## src/rtl/sb_pkg.sv

```systemverilog
package sb_pkg;
    localparam int NUM_FU   = 5;
    localparam int NUM_REGS = 32;
    localparam int REG_W    = $clog2(NUM_REGS);

    typedef enum logic [1:0] {
        CL_INT = 2'd0,
        CL_MUL = 2'd1,
        CL_ADD = 2'd2,
        CL_DIV = 2'd3
    } fu_class_e;

    typedef enum logic [1:0] {
        ST_IDLE,
        ST_WAIT_OPS,
        ST_EXEC,
        ST_WAIT_WB
    } fu_state_e;

    // unit index -> operation class it serves
    function automatic fu_class_e unit_class(input int idx);
        case (idx)
            0:       return CL_INT;
            1, 2:    return CL_MUL;
            3:       return CL_ADD;
            default: return CL_DIV;
        endcase
    endfunction
endpackage

```

## src/rtl/sb_fu_entry.sv

```systemverilog
module sb_fu_entry
    import sb_pkg::*;
#(
    parameter int REG_W  = 5,
    parameter int NUM_FU = 5
) (
    input  logic              clk,
    input  logic              rst_n,
    input  logic              alloc,
    input  logic [REG_W-1:0]  alloc_fi,
    input  logic [REG_W-1:0]  alloc_fj,
    input  logic [REG_W-1:0]  alloc_fk,
    input  logic [NUM_FU-1:0] alloc_qj,
    input  logic [NUM_FU-1:0] alloc_qk,
    input  logic              exec_done,
    input  logic              wb_go,
    input  logic [NUM_FU-1:0] wb_vec,
    output fu_state_e         state_o,
    output logic [REG_W-1:0]  fi_o,
    output logic [REG_W-1:0]  fj_o,
    output logic [REG_W-1:0]  fk_o,
    output logic              rj_o,
    output logic              rk_o,
    output logic              read_ok,
    output logic              wb_req
);
    fu_state_e         state, state_nx;
    logic [NUM_FU-1:0] qj, qk;

    // state register
    always_ff @(posedge clk or negedge rst_n) begin
        if (!rst_n) state <= ST_IDLE;
        else        state <= state_nx;
    end

    always_comb begin
        state_nx = state;
        unique case (state)
            ST_IDLE:     if (alloc)         state_nx = ST_WAIT_OPS;
            ST_WAIT_OPS: if (rj_o && rk_o)  state_nx = ST_EXEC;
            ST_EXEC:     if (exec_done)     state_nx = ST_WAIT_WB;
            ST_WAIT_WB:  if (wb_go)         state_nx = ST_IDLE;
        endcase
    end

    // outputs
    always_comb begin
        read_ok = (state == ST_WAIT_OPS) && rj_o && rk_o;
        wb_req  = (state == ST_WAIT_WB);
        state_o = state;
    end

    // operand bookkeeping
    always_ff @(posedge clk or negedge rst_n) begin
        if (!rst_n) begin
            fi_o <= '0; fj_o <= '0; fk_o <= '0;
            qj   <= '0; qk   <= '0;
            rj_o <= 1'b0; rk_o <= 1'b0;
        end else if (alloc) begin
            fi_o <= alloc_fi; fj_o <= alloc_fj; fk_o <= alloc_fk;
            qj   <= alloc_qj; qk   <= alloc_qk;
            rj_o <= (alloc_qj == '0);
            rk_o <= (alloc_qk == '0);
        end else if (read_ok) begin
            rj_o <= 1'b0;
            rk_o <= 1'b0;
        end else begin
            if (|(qj & wb_vec)) begin qj <= '0; rj_o <= 1'b1; end
            if (|(qk & wb_vec)) begin qk <= '0; rk_o <= 1'b1; end
        end
    end
endmodule

```

## src/rtl/sb_reg_status.sv

```systemverilog
module sb_reg_status #(
    parameter int NUM_REGS = 32,
    parameter int NUM_FU   = 5,
    localparam int REG_W   = $clog2(NUM_REGS)
) (
    input  logic              clk,
    input  logic              rst_n,
    input  logic              set_en,
    input  logic [REG_W-1:0]  set_idx,
    input  logic [NUM_FU-1:0] set_fu,
    input  logic              clr_en,
    input  logic [REG_W-1:0]  clr_idx,
    input  logic [REG_W-1:0]  look_a,
    input  logic [REG_W-1:0]  look_b,
    input  logic [REG_W-1:0]  look_d,
    output logic [NUM_FU-1:0] prod_a,
    output logic [NUM_FU-1:0] prod_b,
    output logic [NUM_FU-1:0] prod_d
);
    logic [NUM_FU-1:0] tbl [NUM_REGS];

    always_ff @(posedge clk or negedge rst_n) begin
        if (!rst_n) begin
            for (int i = 0; i < NUM_REGS; i++) tbl[i] <= '0;
        end else begin
            if (clr_en) tbl[clr_idx] <= '0;
            if (set_en) tbl[set_idx] <= set_fu;
        end
    end

    assign prod_a = tbl[look_a];
    assign prod_b = tbl[look_b];
    assign prod_d = tbl[look_d];
endmodule

```

## src/rtl/sb_wb_arb.sv

```systemverilog
module sb_wb_arb #(
    parameter int N = 5
) (
    input  logic [N-1:0] req,
    output logic [N-1:0] grant
);
    // lowest set bit wins
    assign grant = req & (~req + {{(N-1){1'b0}}, 1'b1});
endmodule

```

## src/rtl/scoreboard_ctrl.sv

```systemverilog
module scoreboard_ctrl
    import sb_pkg::*;
#(
    parameter int NREG = 32,
    localparam int RW  = $clog2(NREG),
    localparam int NFU = NUM_FU
) (
    input  logic           clk,
    input  logic           rst_n,
    input  logic           iss_valid,
    input  logic [1:0]     iss_class,
    input  logic [RW-1:0]  iss_dst,
    input  logic [RW-1:0]  iss_src1,
    input  logic [RW-1:0]  iss_src2,
    input  logic [NFU-1:0] exec_done,
    output logic           iss_ready,
    output logic [NFU-1:0] iss_unit,
    output logic [NFU-1:0] rd_grant,
    output logic [NFU-1:0] wb_grant
);
    fu_state_e      st   [NFU];
    logic [RW-1:0]  fi_a [NFU];
    logic [RW-1:0]  fj_a [NFU];
    logic [RW-1:0]  fk_a [NFU];
    logic [NFU-1:0] rj_v, rk_v, read_v, wbreq_v, war_block;
    logic [NFU-1:0] cand, first_free, alloc_v;
    logic [NFU-1:0] prod_s1, prod_s2, prod_d;
    logic [RW-1:0]  wb_dst;

    // candidate units for the offered class
    always_comb begin
        for (int u = 0; u < NFU; u++)
            cand[u] = (st[u] == ST_IDLE) && (unit_class(u) == fu_class_e'(iss_class));
    end

    sb_wb_arb #(.N(NFU)) u_free_pick (.req(cand), .grant(first_free));

    always_comb begin
        iss_unit  = (prod_d != '0) ? '0 : first_free;
        iss_ready = |iss_unit;
        alloc_v   = iss_valid ? iss_unit : '0;
        rd_grant  = read_v;
    end

    for (genvar g = 0; g < NFU; g++) begin : g_fu
        sb_fu_entry #(.REG_W(RW), .NUM_FU(NFU)) u_ent (
            .clk      (clk),
            .rst_n    (rst_n),
            .alloc    (alloc_v[g]),
            .alloc_fi (iss_dst),
            .alloc_fj (iss_src1),
            .alloc_fk (iss_src2),
            .alloc_qj (prod_s1 & ~wb_grant),
            .alloc_qk (prod_s2 & ~wb_grant),
            .exec_done(exec_done[g]),
            .wb_go    (wb_grant[g]),
            .wb_vec   (wb_grant),
            .state_o  (st[g]),
            .fi_o     (fi_a[g]),
            .fj_o     (fj_a[g]),
            .fk_o     (fk_a[g]),
            .rj_o     (rj_v[g]),
            .rk_o     (rk_v[g]),
            .read_ok  (read_v[g]),
            .wb_req   (wbreq_v[g])
        );
    end

    // write-after-read guard: an unread ready source equal to the finisher's destination
    always_comb begin
        for (int w = 0; w < NFU; w++) begin
            war_block[w] = 1'b0;
            for (int u = 0; u < NFU; u++) begin
                if (u != w && st[u] == ST_WAIT_OPS &&
                    ((fj_a[u] == fi_a[w] && rj_v[u]) || (fk_a[u] == fi_a[w] && rk_v[u])))
                    war_block[w] = 1'b1;
            end
        end
    end

    sb_wb_arb #(.N(NFU)) u_wb_pick (.req(wbreq_v & ~war_block), .grant(wb_grant));

    always_comb begin
        wb_dst = '0;
        for (int u = 0; u < NFU; u++)
            if (wb_grant[u]) wb_dst |= fi_a[u];
    end

    sb_reg_status #(.NUM_REGS(NREG), .NUM_FU(NFU)) u_rstat (
        .clk    (clk),
        .rst_n  (rst_n),
        .set_en (|alloc_v),
        .set_idx(iss_dst),
        .set_fu (alloc_v),
        .clr_en (|wb_grant),
        .clr_idx(wb_dst),
        .look_a (iss_src1),
        .look_b (iss_src2),
        .look_d (iss_dst),
        .prod_a (prod_s1),
        .prod_b (prod_s2),
        .prod_d (prod_d)
    );
endmodule

```

## config.mk

```make
export PLATFORM = sky130hd
export DESIGN_NAME = scoreboard_ctrl
export DESIGN_NICKNAME = d
export VERILOG_FILES = /design/src/rtl/sb_pkg.sv /design/src/rtl/sb_fu_entry.sv /design/src/rtl/sb_reg_status.sv /design/src/rtl/sb_wb_arb.sv /design/src/rtl/scoreboard_ctrl.sv
export SDC_FILE = /design/constraint.sdc
export NUM_CORES = 1
export LEC_CHECK = 0
export ABC_AREA = 1
export ABC_CLOCK_PERIOD_IN_PS = 2550
export CAP_MARGIN = 20
export CORE_ASPECT_RATIO = 0.6
export CORE_MARGIN = 3
export CORE_UTILIZATION = 64
export CTS_BUF_LIST = sky130_fd_sc_hd__clkbuf_16
export CTS_CLUSTER_DIAMETER = 40
export CTS_CLUSTER_SIZE = 28
export DETAILED_ROUTE_END_ITERATION = 10
export HOLD_SLACK_MARGIN = 0.03
export PLACE_DENSITY = 0.82
export SLEW_MARGIN = 10
export SYNTH_ARGS = -nofsm -noshare
export SYNTH_HDL_FRONTEND = slang
export SYNTH_SLANG_ARGS = --single-unit
export TNS_END_PERCENT = 30
```

## constraint.sdc

```tcl
create_clock -name clk -period 2.55 [get_ports clk]
set_input_delay 0.51 -clock clk [delete_from_list [all_inputs] [get_ports clk]]
set_output_delay 0.51 -clock clk [all_outputs]
set_load 0.05 [all_outputs]
```

==> results of run 1 <==
## metrics by stage
step                util, %  hold WS [ns]  TNS, ns  instances  cell area (µm²)
floorplan                 -        0.2144   -10.07       3162            20320
CTS                   90.78        0.4821   -98.31       4064            27770
global placement      81.35        0.4563  -243.78       3938            24890
detailed placement    81.35        0.4650  -276.45       3938            24890
## cell families after synthesis
kind of cell,Yosys count,share of synthesized area [%]
xor gates and xnor gates,9,0.3889
DFF,305,37.65
and+or+nand+nor,1894,38.22
AOI/OAI and AO/OA,546,14.41
adders and majority gates,21,1.296
buffers and inverters,387,8.030
## synthesized netlist by cell type, drive strengths merged, types with 14 or more instances
cell    instances
buf            88
nand3         259
nand2        1280
nand4          14
a21oi         120
o22ai          65
inv           209
dfrtp         305
ha             21
clkbuf         83
a31oi          23
nor2          309
o21ai         311
nor3           24
## per-layer routing
metal | GRT overflow | track usage [%]
met5 | 6 | 66.80
met4 | 88 | 79.28
met3 | 48 | 77.39
met2 | 146 | 96.34
met1 | 32 | 85.52
## repair_timing
item,4_1_cts
cloned,5
hold buffers,1
gates resized for setup,295
pin swaps,64
setup buffers,58
endpoints found under the hold margin,47
setup endpoints to repair,317
==> results by group, run 1 <==
Logic synthesis
  • Cells taking the most area after synthesis: sky130_fd_sc_hd__dfrtp_1 38%, sky130_fd_sc_hd__nand2_1 24%, sky130_fd_sc_hd__o21ai_0 6.8%
  • Synthesized Nets: 3208
  • Synth Register Bits: 305
  • Cell area after synthesis: 0.02027 mm²
  • Yosys cell types: 41
  • Async S/R FF share, synth: 100.0%
  • Post-synth top area cell: sky130_fd_sc_hd__dfrtp_1
  • YS warnings: 0
  • Share of Yosys cell area claimed by the top area cell type: 37.65%
  • Count of flip-flops with a built-in enable after synthesis: 0
  • Post-synthesis instance total: 3162
  • Synthesized area per cell: 6.411 µm²
  • Part of the Yosys area used for sequential elements: roughly 38%
  • Leading register cell type out of synthesis: sky130_fd_sc_hd__dfrtp_1

Clock network
  • Maximum number of buffers from clock root to sink: 3
  • Clock Tree Root: sky130_fd_sc_hd__clkbuf_16
  • H-tree depth: 2
  • Clock sink count: 305
  • Clock buffers created by TritonCTS: 35

Die
  • Ports: 41
  • Vertical extent of the die: 143.9 µm
  • Number of core rows: 49
  • Initial standard-cell utilization of the core: 66.26%
  • Die extent in x: 235.8 µm

Place
  • Number of buffer cells added on primary ports: 40
  • Placer's final routability congestion estimate: between 1 and 1.5
  • Sum of net half-perimeters after detailed placement: 65.84 mm
  • DP Worst Slack: -1.109 ns

Global routing
  • Global-route usage over all layers: 85.31%
  • Total grt overflow: 320
  • Maximum number of pins on one net before global-route repair: 70

Outcome
  • Outcome: did not finish
  • Err: [ERROR GRT-0232] Routing congestion too high. Check the congestion heatmap in the GUI.
  • Halt Stage: global routing
==> run 2, diff against run 1 <==
--- a/config.mk
+++ b/config.mk
@@ -8,15 +8,10 @@
 export ABC_AREA = 1
 export ABC_CLOCK_PERIOD_IN_PS = 2550
 export CAP_MARGIN = 20
-export CORE_ASPECT_RATIO = 0.6
 export CORE_MARGIN = 3
-export CORE_UTILIZATION = 64
-export CTS_BUF_LIST = sky130_fd_sc_hd__clkbuf_16
-export CTS_CLUSTER_DIAMETER = 40
-export CTS_CLUSTER_SIZE = 28
+export CORE_UTILIZATION = 40
 export DETAILED_ROUTE_END_ITERATION = 10
-export HOLD_SLACK_MARGIN = 0.03
-export PLACE_DENSITY = 0.82
+export PLACE_DENSITY_LB_ADDON = 0.15
 export SLEW_MARGIN = 10
 export SYNTH_ARGS = -nofsm -noshare
 export SYNTH_HDL_FRONTEND = slang
==> results by group, run 2 <==
Place
  • DP Worst Slack: -1.248 ns
  • Total placed cells including tap cells: 4318
  • Placer's final routability congestion estimate: ~1.0
  • Area post-placement: 0.02621 mm²
  • Number of buffer cells added on primary ports: 40
  • Sum of net half-perimeters after detailed placement: 69.88 mm

Cells and area
  • Register with the most flip-flops: u_rstat.tbl
  • Filler Cells Inserted: 4656
  • Most frequent cells in the layout: 1153 x sky130_fd_sc_hd__nand2_1, 587 x sky130_fd_sc_hd__buf_4, 297 x sky130_fd_sc_hd__dfrtp_1
  • Fin cells: between 4k and 5k
  • Post-layout instance area: 0.03010 mm²
  • Nets: 3844
  • Max reg flops: 160
  • Layout overhead on the synthesized area: 48.48%
  • Fraction of layout instances using a drive strength above 1: 29.65%
  • Most common cell after layout, fill and taps aside: sky130_fd_sc_hd__nand2_1
  • Antenna diode instance count: 0

Power
  • Power Dens Cells: 1162 mW/mm²
  • IR Drop Worst-Case VDD: about 0.00053 V
  • Static leakage: 14.56 nW

Min path
  • Number of instances on the worst hold path: 2
  • Worst min-delay path class: reg -> reg
  • Startpoint of the tightest hold check path: u_rstat.tbl[36]

Worst setup path
  • Kind of critical path: reg -> out
  • Reg2reg path depth: 23
  • Critical Path End Type: primary output
  • Required arrival time at the worst endpoint: 2.04 ns
  • Source of the critical timing path: u_rstat.tbl[80]
  • Startpoint kind of the worst setup timing path: flip-flop
  • Startpoint of the worst-slack reg-to-reg timing path: g_fu[0].u_ent.fi_o[4]
  • Signal arrival time at the worst endpoint: about 2.7 ns
  • Worst-path fanout max: 8

Clock network
  • H-tree depth: 2
  • Clock Tree Root: sky130_fd_sc_hd__clkbuf_16
  • Clock slew seen by the registers of the worst setup and hold paths: 0.05 ns
  • CTS tree: yes
  • Clock latency on the worst-skew pair: 0.57 ns
  • Clock buffers created by TritonCTS: 39
  • Maximum number of buffers from clock root to sink: 3
  • Clock sink count: 305

Logic synthesis
  • Leading cell types by count after synthesis: 1275 x sky130_fd_sc_hd__nand2_1, 305 x sky130_fd_sc_hd__dfrtp_1, 292 x sky130_fd_sc_hd__nor2_1
  • YS warnings: 0
  • Post-synth top area cell: sky130_fd_sc_hd__dfrtp_1
  • Count of flip-flops with a built-in enable after synthesis: 0
  • Library cell with the highest instance count after synthesis: sky130_fd_sc_hd__nand2_1
  • Leading register cell type out of synthesis: sky130_fd_sc_hd__dfrtp_1
  • Part of the Yosys area used for sequential elements: between 30% and 40%
  • Share of Yosys cell area claimed by the top area cell type: 37.65%
  • Synth Register Bits: 305
  • Async S/R FF share, synth: 100.0%
  • Post-synthesis instance total: 3162
  • Synthesized Nets: 3208
  • Yosys cell types: 41
  • Synthesized area per cell: 6.411 µm²
  • Cells taking the most area after synthesis: sky130_fd_sc_hd__dfrtp_1 38%, sky130_fd_sc_hd__nand2_1 24%, sky130_fd_sc_hd__o21ai_0 6.8%
  • Cell area after synthesis: 0.02027 mm²

Route
  • Routed Wire Length: 98.47 mm
  • Detailed-routing iteration count for the pre-antenna-repair pass: 6
  • Post-route DRC violation count: 0
  • Post-detailed-route count of antenna-violating nets: 0
  • Iteration-0 DRC count of the detailed router: 2733
  • Vias: about 25k
  • Vias per cell: 5.533
  • WL per Instance: 21.94 µm

Die
  • Ports: 41
  • Initial standard-cell utilization of the core: between 40% and 50%
  • Core Box Area: 0.04946 mm²
  • Die footprint: between 0.05 and 0.06 mm²
  • Number of core rows: 81
  • Die extent in x: 231.1 µm
  • Vertical extent of the die: 231.1 µm

Flow run
  • Max-cap check violation count: 0

Timing
  • Minimum hold slack: 0.4744 ns
  • Highest achievable clock rate: 0.3165 GHz
  • Transition time of the tightest slew-check pin: ~0.60 ns
  • Hold violation count in the final report: 0
  • PnR worst setup slack: -0.6096 ns
  • Clock Skew: 0.01698 ns
  • Setup repair after global routing missed its margin: yes
  • Final worst-path cycle share: 123.9%
  • Sum of negative setup slack: -109.19 ns
  • Number of endpoints failing setup at the final stage: 316
  • Fin crit period: 3.160 ns
  • Worst rel slew slack: between 50% and 60%
  • Final Slew Violations: 0

Global routing
  • Number of global-route vias before repair: 23.87k
  • Global-route usage over all layers: 35.98%
  • Total grt overflow: 0
  • Wire length of the first global-routing pass: 145.4 mm
  • Antenna violations before repair: 0
  • Maximum number of pins on one net before global-route repair: 62

Outcome
  • Outcome: finished with violations
  • Failing checks: setup timing
[run 2: stage by stage]
step | power (mW) | util [%]
after floorplan | 15.60 | -
after global placement | 24.27 | 53.00
after detailed placement | 24.50 | 53.00
after CTS | 33.35 | 59.12
after global routing | 36.83 | 60.86
final | 34.98 | 60.86
[run 2: area by class of cell]
type / count / area [µm²] / area share, %
clock buffers: 52 / 1147 / 3.812
repair inverters: 1 / 8.758 / 0.02910
well taps: 664 / 830.8 / 2.760
repair buffers: 765 / 7201 / 23.92
flip-flops and latches: 305 / 7642 / 25.39
inverters: 216 / 897.1 / 2.980
multi-input cells: 2470 / 12170 / 40.45
clock inverters: 16 / 198.9 / 0.6609
[run 2: layer usage]
| layer | global-route usage, % | wire length, µm |
|---|---|---|
| met1 | 45.21 | 38320 |
| met2 | 58.78 | 45090 |
| met3 | 5.150 | 7667 |
| met4 | 21.93 | 7388 |
| met5 | 0 | 0 |
[run 2: logic make-up (layout without fill, tap and decap cells)]
group	count (synthesis)	in the layout	share of synthesized area [%]
flip-flops	305	305	37.65
AO/OA/AOI/OAI	546	546	14.41
buffers and inverters	387	1050	8.030
XOR/XNOR	9	9	0.3889
adder cells (fa/ha/maj)	21	21	1.296
AND/OR/NAND/NOR	1894	1894	38.22
[run 2: worst paths after layout]
path | slack (ns) | endpoint
setup / recovery | -0.61 | iss_unit[3]
hold / removal | 0.47 | u_rstat.tbl[36]
setup reg to reg | -0.58 | u_rstat.tbl[159]
hold reg to reg | 0.47 | u_rstat.tbl[36]
max in group asynchronous | 1.29 | g_fu[0].u_ent.fi_o[4]
min in group asynchronous | 0.53 | g_fu[1].u_ent.fj_o[2]
[run 2: timing repair]
item / in CTS / in global routing
setup buffers: 63 / 38
hold buffers: 1 / 0
hold endpoints to repair: 54 / 0
gates resized for setup: 293 / 181
endpoints found under the setup margin: 317 / 318
cloned: 7 / 4
pin swaps: 78 / 68
[run 2: worst max-delay path: stages (launching register included)]
cell and delay (ns):
sky130_fd_sc_hd__dfrtp_1 0.38, sky130_fd_sc_hd__nor3_1 0.39, sky130_fd_sc_hd__nor2_1 0.08, sky130_fd_sc_hd__a211oi_1 0.22, sky130_fd_sc_hd__nand3_1 0.13, sky130_fd_sc_hd__nand3_1 0.10, sky130_fd_sc_hd__nand2_1 0.08, sky130_fd_sc_hd__nor2_4 0.13
sky130_fd_sc_hd__buf_12 0.17, sky130_fd_sc_hd__nand2_8 0.07, sky130_fd_sc_hd__buf_6 0.13, sky130_fd_sc_hd__inv_4 0.04, sky130_fd_sc_hd__buf_12 0.12
[run 2: where the power goes]
part | total [mW] | switching (mW) | internal [mW]
sequential | 7.96 | 1.38 | 6.58
clock | 5.87 | 2.31 | 3.56
combinational | 21.2 | 11.7 | 9.46
total | 35.0 | 15.4 | 19.6
No activity file was read; power rests on OpenSTA's default activity.
==> run 3, diff against run 2 <==
--- a/config.mk
+++ b/config.mk
@@ -11,6 +11,7 @@
 export CORE_MARGIN = 3
 export CORE_UTILIZATION = 40
 export DETAILED_ROUTE_END_ITERATION = 10
+export MAX_ROUTING_LAYER = met4
 export PLACE_DENSITY_LB_ADDON = 0.15
 export SLEW_MARGIN = 10
 export SYNTH_ARGS = -nofsm -noshare
==> results by group, run 3 (synthesized netlist as in run 2, its figures left out) <==
Outcome
  • Outcome: finished with violations
  • Failing checks: setup timing

Power
  • IR Drop Worst-Case VDD: just under 0.0007 V
  • Power Dens Cells: 1152 mW/mm²
  • Static leakage: 14.70 nW

Die
  • Ports: 41
  • Die extent in x: 231.1 µm
  • Core Box Area: around 0.049 mm²
  • Vertical extent of the die: 231.1 µm
  • Initial standard-cell utilization of the core: about two fifths
  • Number of core rows: 81
  • Die footprint: around 0.053 mm²

Place
  • Number of buffer cells added on primary ports: 40
  • DP Worst Slack: -1.425 ns
  • Area post-placement: about 0.026 mm²
  • Sum of net half-perimeters after detailed placement: 71.09 mm
  • Placer's final routability congestion estimate: 0.9908

Route
  • Post-detailed-route count of antenna-violating nets: 0
  • Iteration-0 DRC count of the detailed router: 2616
  • WL per Instance: 22.10 µm
  • Vias per cell: 5.535
  • Routed Wire Length: slightly below 100 mm
  • Detailed-routing iteration count for the pre-antenna-repair pass: 8
  • Post-route DRC violation count: 0
  • Vias: 24.88k

Worst setup path
  • Crit path largest cell delay: 0.23 ns
  • Startpoint of the worst-slack reg-to-reg timing path: g_fu[2].u_ent.fi_o[0]
  • R2R Setup Slk: -0.60 ns
  • Kind of critical path: in -> out
  • Worst path depth: 16
  • Worst Path Buf+Inv: 9
  • Source of the critical timing path: iss_dst[1]
  • R2r endpoint: u_rstat.tbl[96]
  • Worst-path fanout max: 5
  • Cells traversed along the worst timing path: clkdlybuf4s15_2 -> buf_12 -> nand2_2 -> clkinvlp_4 -> buf_4 -> nand2_1 -> nand4_1 -> nand3_2 -> nand2_2 -> nor2_4 -> buf_12 -> buf_6 -> nand2_4 -> buf_6 -> inv_4 -> buf_12
  • Reg2reg path depth: 21
  • Required arrival time at the worst endpoint: 2.04 ns
  • Critical Path End Type: primary output
  • Crit path top cell by count: sky130_fd_sc_hd__buf_12
  • Signal arrival time at the worst endpoint: 2.65 ns
  • CP max stage cell: sky130_fd_sc_hd__clkinvlp_4
  • Startpoint kind of the worst setup timing path: input port
  • Top cell family by delay on the critical path: buffers and inverters

Global routing
  • Wire length of the first global-routing pass: 147.6 mm
  • Number of global-route vias before repair: 24.10k
  • Global-route usage over all layers: 37.61%
  • Maximum number of pins on one net before global-route repair: roughly 70
  • Total grt overflow: 0
  • Antenna violations before repair: 0

Clock network
  • Clock sink count: 305
  • Clock buffers created by TritonCTS: 41
  • Clock Tree Root: sky130_fd_sc_hd__clkbuf_16
  • CTS tree: yes
  • Clock slew seen by the registers of the worst setup and hold paths: 0.07 ns
  • Maximum number of buffers from clock root to sink: 3
  • Clock latency on the worst-skew pair: 0.58 ns
  • H-tree depth: 2

Timing
  • Final worst-path cycle share: 124.1%
  • Number of endpoints failing setup at the final stage: approximately 280
  • Transition time of the tightest slew-check pin: 0.5595 ns
  • Final Slew Violations: 0
  • PnR worst setup slack: -0.6149 ns
  • Fin crit period: 3.165 ns
  • Hold violation count in the final report: 0
  • Highest achievable clock rate: roughly 0.32 GHz
  • Worst rel slew slack: 62.31%
  • Clock Skew: 0.03138 ns
  • Sum of negative setup slack: -90.52 ns
  • Setup repair after global routing missed its margin: yes

Min path
  • Worst min-delay path class: in -> async

Flow run
  • Max-cap check violation count: 0

Cells and area
  • Layout overhead on the synthesized area: 51.24%
  • Most common cell after layout, fill and taps aside: sky130_fd_sc_hd__nand2_1
  • Register with the most flip-flops: u_rstat.tbl
  • Antenna diode instance count: 0
  • Fraction of layout instances using a drive strength above 1: 32.04%
  • Post-layout instance area: slightly above 0.03 mm²
  • Max reg flops: 160
  • Most frequent cells in the layout: 1129 x sky130_fd_sc_hd__nand2_1, 577 x sky130_fd_sc_hd__buf_4, 296 x sky130_fd_sc_hd__dfrtp_1
  • Nets: 3849
==> run 3: per-stage QoR <==
stage / util [%] / instances / total power, mW / hold slack [ns]
5_1_grt: 61.99 / 4494 / 37.26 / 0.4436
4_1_cts: 59.85 / 4476 / 33.71 / 0.4169
3_3_place_gp: 53.27 / 4334 / 24.33 / 0.4184
6_report: 61.99 / 4494 / 35.32 / 0.4357
2_1_floorplan: - / 3162 / 15.60 / 0.2144
3_5_place_dp: 53.27 / 4334 / 24.57 / 0.4203
==> run 3: worst max path at each step <==
stage,to
2_1_floorplan,u_rstat.tbl[120]
3_3_place_gp,u_rstat.tbl[54]
3_5_place_dp,u_rstat.tbl[89]
4_1_cts,iss_unit[3]
5_1_grt,u_rstat.tbl[106]
6_report,iss_unit[3]
==> run 3: timing repair <==
item | CTS | global route
cloned | 7 | 1
endpoints found under the hold margin | 26 | 0
pin swaps | 75 | 115
setup buffers | 65 | 32
gates resized for setup | 373 | 277
hold buffers | 1 | 0
setup endpoints to repair | 319 | 320
==> run 3: cell type report <==
class	instances	area, µm²
clock inverters	17	186.4
multi-input cells	2470	12650
flip-flops and latches	305	7644
fillers	4514	18800
repair buffers	769	7281
inverters	216	902.1
clock buffers	53	1161
well taps	664	830.8
==> run 3: power by group <==
group          leakage, nW  switching, mW  internal (mW)
registers             3.55           1.41           6.58
clock network        0.662           2.42           3.51
logic                 10.5           11.9           9.51
total                 14.7           15.7           19.6
==> run 3: metal layers <==
| metal | routed length (µm) | GRT usage, % | vias to the layer above | part of all wire [%] |
|---|---|---|---|---|
| li1 | - | - | 11520 | - |
| met1 | 38630 | 45.75 | 11710 | 39 |
| met2 | 46150 | 60.61 | 1285 | 46 |
| met3 | 7593 | 4.966 | 366 | 7.6 |
| met4 | 6946 | 21.07 | 0 | 7.0 |
| met5 | 0 | - | - | 0 |
